===== src/rtl/ced_pkg.sv =====
package ced_pkg;

   // Where a test-only stuck-at fault is placed
   typedef enum int {
      FLT_NONE = 0,
      FLT_TRUE = 1,
      FLT_CMP  = 2
   } flt_site_e;

   localparam int MAX_SEL_W = 6;

endpackage


===== src/rtl/ced_dec_copy.sv =====
module ced_dec_copy #(
   parameter int SEL_W   = 3,
   parameter bit INVERT  = 1'b0,
   parameter bit FLT_ON  = 1'b0,
   parameter int FLT_BIT = 0,
   parameter bit FLT_VAL = 1'b0
) (
   input  logic                  en_i,
   input  logic [SEL_W-1:0]      sel_i,
   output logic [(1<<SEL_W)-1:0] y_o
);
   localparam int OUT_N = 1 << SEL_W;

   if (FLT_ON && (FLT_BIT < 0 || FLT_BIT >= OUT_N)) begin : g_bad_bit
      $error("ced_dec_copy: fault bit %0d outside 0..%0d", FLT_BIT, OUT_N-1);
   end

   logic [OUT_N-1:0] onehot;
   logic [OUT_N-1:0] shaped;

   always_comb begin
      onehot = '0;
      for (int i = 0; i < OUT_N; i++) begin
         onehot[i] = en_i && (sel_i == SEL_W'(i));
      end
   end

   if (INVERT) begin : g_inv
      assign shaped = ~onehot;
   end else begin : g_true
      assign shaped = onehot;
   end

   for (genvar b = 0; b < OUT_N; b++) begin : g_bit
      if (FLT_ON && b == FLT_BIT) begin : g_stuck
         assign y_o[b] = FLT_VAL;
      end else begin : g_pass
         assign y_o[b] = shaped[b];
      end
   end

endmodule


===== src/rtl/ced_twr_cell.sv =====
module ced_twr_cell (
   input  logic a0_i,
   input  logic a1_i,
   input  logic b0_i,
   input  logic b1_i,
   output logic f_o,
   output logic g_o
);
   // Same-rail products form f, cross-rail products form g
   assign f_o = (a0_i & b0_i) | (a1_i & b1_i);
   assign g_o = (a0_i & b1_i) | (a1_i & b0_i);
endmodule


===== src/rtl/ced_twr_tree.sv =====
module ced_twr_tree #(
   parameter int PAIRS = 8
) (
   input  logic [PAIRS-1:0] rail0_i,
   input  logic [PAIRS-1:0] rail1_i,
   output logic             f_o,
   output logic             g_o
);
   // Heap layout: leaves at PAIRS-1 .. 2*PAIRS-2, node k combines 2k+1 and 2k+2
   localparam int NODES = 2 * PAIRS - 1;
   localparam int FIRST_LEAF = PAIRS - 1;

   if (PAIRS < 1) begin : g_bad_pairs
      $error("ced_twr_tree: PAIRS must be at least 1");
   end

   logic [NODES-1:0] nf;
   logic [NODES-1:0] ng;

   for (genvar i = 0; i < PAIRS; i++) begin : g_leaf
      assign nf[FIRST_LEAF+i] = rail0_i[i];
      assign ng[FIRST_LEAF+i] = rail1_i[i];
   end

   for (genvar k = 0; k < FIRST_LEAF; k++) begin : g_node
      ced_twr_cell u_cell (
         .a0_i (nf[2*k+1]),
         .a1_i (ng[2*k+1]),
         .b0_i (nf[2*k+2]),
         .b1_i (ng[2*k+2]),
         .f_o  (nf[k]),
         .g_o  (ng[k])
      );
   end

   assign f_o = nf[0];
   assign g_o = ng[0];
endmodule


===== src/rtl/dup_decode_ced.sv =====
module dup_decode_ced
   import ced_pkg::*;
#(
   parameter int        SEL_W    = 3,
   parameter flt_site_e FLT_SITE = FLT_NONE,
   parameter int        FLT_BIT  = 0,
   parameter bit        FLT_VAL  = 1'b0
) (
   input  logic                  en_i,
   input  logic [SEL_W-1:0]      sel_i,
   output logic [(1<<SEL_W)-1:0] dec_o,
   output logic                  err_f_o,
   output logic                  err_g_o
);
   localparam int OUT_N = 1 << SEL_W;

   if (SEL_W < 1 || SEL_W > MAX_SEL_W) begin : g_bad_width
      $error("dup_decode_ced: SEL_W %0d outside 1..%0d", SEL_W, MAX_SEL_W);
   end

   logic [OUT_N-1:0] dec_true;
   logic [OUT_N-1:0] dec_cmp;

   ced_dec_copy #(
      .SEL_W   (SEL_W),
      .INVERT  (1'b0),
      .FLT_ON  (FLT_SITE == FLT_TRUE),
      .FLT_BIT (FLT_BIT),
      .FLT_VAL (FLT_VAL)
   ) u_copy_true (
      .en_i  (en_i),
      .sel_i (sel_i),
      .y_o   (dec_true)
   );

   ced_dec_copy #(
      .SEL_W   (SEL_W),
      .INVERT  (1'b1),
      .FLT_ON  (FLT_SITE == FLT_CMP),
      .FLT_BIT (FLT_BIT),
      .FLT_VAL (FLT_VAL)
   ) u_copy_cmp (
      .en_i  (en_i),
      .sel_i (sel_i),
      .y_o   (dec_cmp)
   );

   ced_twr_tree #(
      .PAIRS (OUT_N)
   ) u_tree (
      .rail0_i (dec_true),
      .rail1_i (dec_cmp),
      .f_o     (err_f_o),
      .g_o     (err_g_o)
   );

   assign dec_o = dec_true;

endmodule


===== config.mk =====
export PLATFORM = sky130hd
export DESIGN_NAME = dup_decode_ced
export DESIGN_NICKNAME = d
export VERILOG_FILES = /design/src/rtl/ced_pkg.sv /design/src/rtl/ced_dec_copy.sv /design/src/rtl/ced_twr_cell.sv /design/src/rtl/ced_twr_tree.sv /design/src/rtl/dup_decode_ced.sv
export SDC_FILE = /design/constraint.sdc
export NUM_CORES = 1
export LEC_CHECK = 0
export ABC_AREA = 1
export BUFFER_PORTS_ARGS = -buffer_cell sky130_fd_sc_hd__buf_2
export CAP_MARGIN = 0
export CORE_AREA = 2 2 39 41
export DETAILED_ROUTE_END_ITERATION = 10
export DIE_AREA = 0 0 41 43
export SYNTH_ARGS = -nofsm -noshare
export SYNTH_HDL_FRONTEND = slang
export SYNTH_SLANG_ARGS = --single-unit

===== constraint.sdc =====
create_clock -name vclk -period 1.15
set_input_delay 0.1725 -clock vclk [all_inputs]
set_output_delay 0.1725 -clock vclk [all_outputs]
set_load 0.005 [all_outputs]

==> metrics.md <==
| Metric | Value |
|---|---|
| P per Cell Area | roughly 320 nW/µm² |
| Period utilization | roughly 100% |
| Seq/Total Area, Yosys | 0% |
| Dpl cells | between 60 and 70 |
| Peak VDD IR | roughly 0.14 mV |
| Area Growth Syn to Fin | 76.1% |
| Worst Setup SP | sel_i[2] |
| Sw Ratio | between 40% and 50% |
| Leakage | approximately 0.18 nW |
| Post-synthesis cell type count | 7 |
| Worst min path class | input pin to output pin |
| Worst path slowest cell | ha_4 |
| Initial Util | around an eighth |
| Logic pwr share | between 90% and 100% |
| Clock buf count | 0 |
| Slew @ Worst Pin | 123 ps |
| Net Count, Synth | 40 |
| Number of global-route vias before repair | about 190 |
| Share of cells above drive strength 1 | 62.5% |
| GR Overflow Total | 0 |
| Outcome | complete, no violations |
| Most frequent cells after synthesis | nor2_1 (10), buf_4 (8), nand2_1 (8), inv_1 (4) |
| Via count | ~230 |
| IO Count | 14 |
| Routability Congestion | a little under 0.6 |
| RSZ-0062 raised after global routing | yes |
| Die X | just over 40 µm |
| HPWL Detailed | roughly 370 µm |
| Row Count | 14 |
| Max-slew violation count | 0 |
| Slew HR | 91.8% |
| Top cell family by delay on the critical path | buffers and inverters |
| DRT Wirelength | between 400 and 500 µm |
| CP max FO | 3 |
| Number of antenna diodes | 0 |
| Net load switching power | between 40 and 50 µW |
| Fmax | 0.889 GHz |
| Seq pwr share | 0% |
| YS warnings | 0 |
| Vias per inst | 3.55 |
| Utilization after layout | roughly 23% |
| FF+latch area | 0 µm² |
| Clock Power Share | 0% |
| Count leader, synth | nor2_1 |
| Post-route DRC | 0 |
| Crit start category | input pin |
| Syn avg cell area | 5.08 µm² |
| Final Hold Viols | 0 |
| Max_cap viols | 0 |
| Layout Cells excl Fill | 64 |
| CP Cell Sequence | buf_8 > inv_4 > nand2_4 > nor2_4 > ha_4 > inv_4 > nand3_2 > nand2_1 > buf_2 |
| Final setup viols | 0 |
| Seq cells | 0 |
| Die extent in y | about 43 µm |
| Fin crit period | about 1100 ps |
| Synth Instances | 35 |
| Port bufs | 14 |
| Pin count of the biggest net entering global routing | 7 |
| CP peak stage delay | ~220 ps |
| Tot GR Track Use | between 5 and 6% |
| CP Capture Type | output pin |
| Area leader, netlist | buf_4 |
| WP data arrival | approximately 950 ps |
| Core Region | 1380 µm² |
| Fin nets | 55 |
| DR WL/cell | 6.94 µm |
| First-pass GRT wire length | roughly 690 µm |
| Die area | 1760 µm² |
| Ranking of synthesized cells by area | buf_4 (34%), nor2_1 (21%), nand2_1 (17%), inv_1 (8.5%), ha_1 (7.0%) |
| Hold path start | sel_i[0] |
| Worst path most repeated cell | inv_4 |
| Synth top area share | approximately a third |
| Int Pwr | approximately 51 µW |
| CP Class | input pin to output pin |
| Initial DRC Count | 1 |
| ANT nets after route | 0 |
| CP required | 980 ps |
| Synthesized cell area | about 180 µm² |
| Initial antenna violation count | 0 |
| Pre-antenna DRT Iters | 2 |
| CP bufs+invs | 4 |
## routing by layer
layer | part of all wire (%) | GRT usage (%)
met2 | 55 | 9.06
met1 | 37 | 6.96
met3 | 7.7 | 0
met5 | 0 | 0
met4 | 0 | 0
## power by group through the flow
| stage | combinational (mW) | sequential (mW) | clock (mW) |
|---|---|---|---|
| 6_report | 0.0996 | 0 | 0 |
| 3_3_place_gp | 0.0753 | 0 | 0 |
| 5_1_grt | 0.112 | 0 | 0 |
| 2_1_floorplan | 0.0411 | 0 | 0 |
| 4_1_cts | 0.0820 | 0 | 0 |
| 3_5_place_dp | 0.0765 | 0 | 0 |
## cell type report
type / count / area, µm²
fillers: 167 / 1070
inverters: 4 / 20.0
well taps: 16 / 20.0
multi-input cells: 23 / 140
repair buffers: 21 / 133
## cell families after synthesis
| kind of cell | share of synthesized area (%) |
|---|---|
| simple gates | 50.7 |
| fa+ha+maj | 7.04 |
| buf+inv | 42.3 |
## metrics by stage
stage | TNS (ps) | hold slack [ps] | power [mW] | setup slack (ps) | instance area [µm²]
final | 0 | 682 | 0.0996 | 24.6 | 313
after global routing | -85.0 | 705 | 0.112 | -50.7 | 313
after CTS | -109 | 683 | 0.0820 | -65.6 | 267
after detailed placement | -157 | 681 | 0.0765 | -85.0 | 253
after global placement | -122 | 683 | 0.0753 | -65.8 | 253
after floorplan | 0 | 446 | 0.0411 | 150 | 178
## layout by cell type, fill, tap and decap left out, types with 2 or more instances in the layout
master and count:
nor2_4 2, nand2_1 8, inv_4 2, buf_2 13
nor2_1 8, buf_4 7
## worst paths after layout
path / end / depth (start not counted) / slack, ps
worst max-delay path: err_g_o / 9 / 20
worst min-delay path: dec_o[1] / 4 / 680
## timing repair
action | 4_1_cts | 5_1_grt
hold buffers | 0 | 0
setup endpoints to repair | 2 | 2
pin swaps | 4 | 4
gates resized for setup | 2 | 12
setup buffers | 1 | 0
Note: power is estimated with default switching activity, not from simulation.
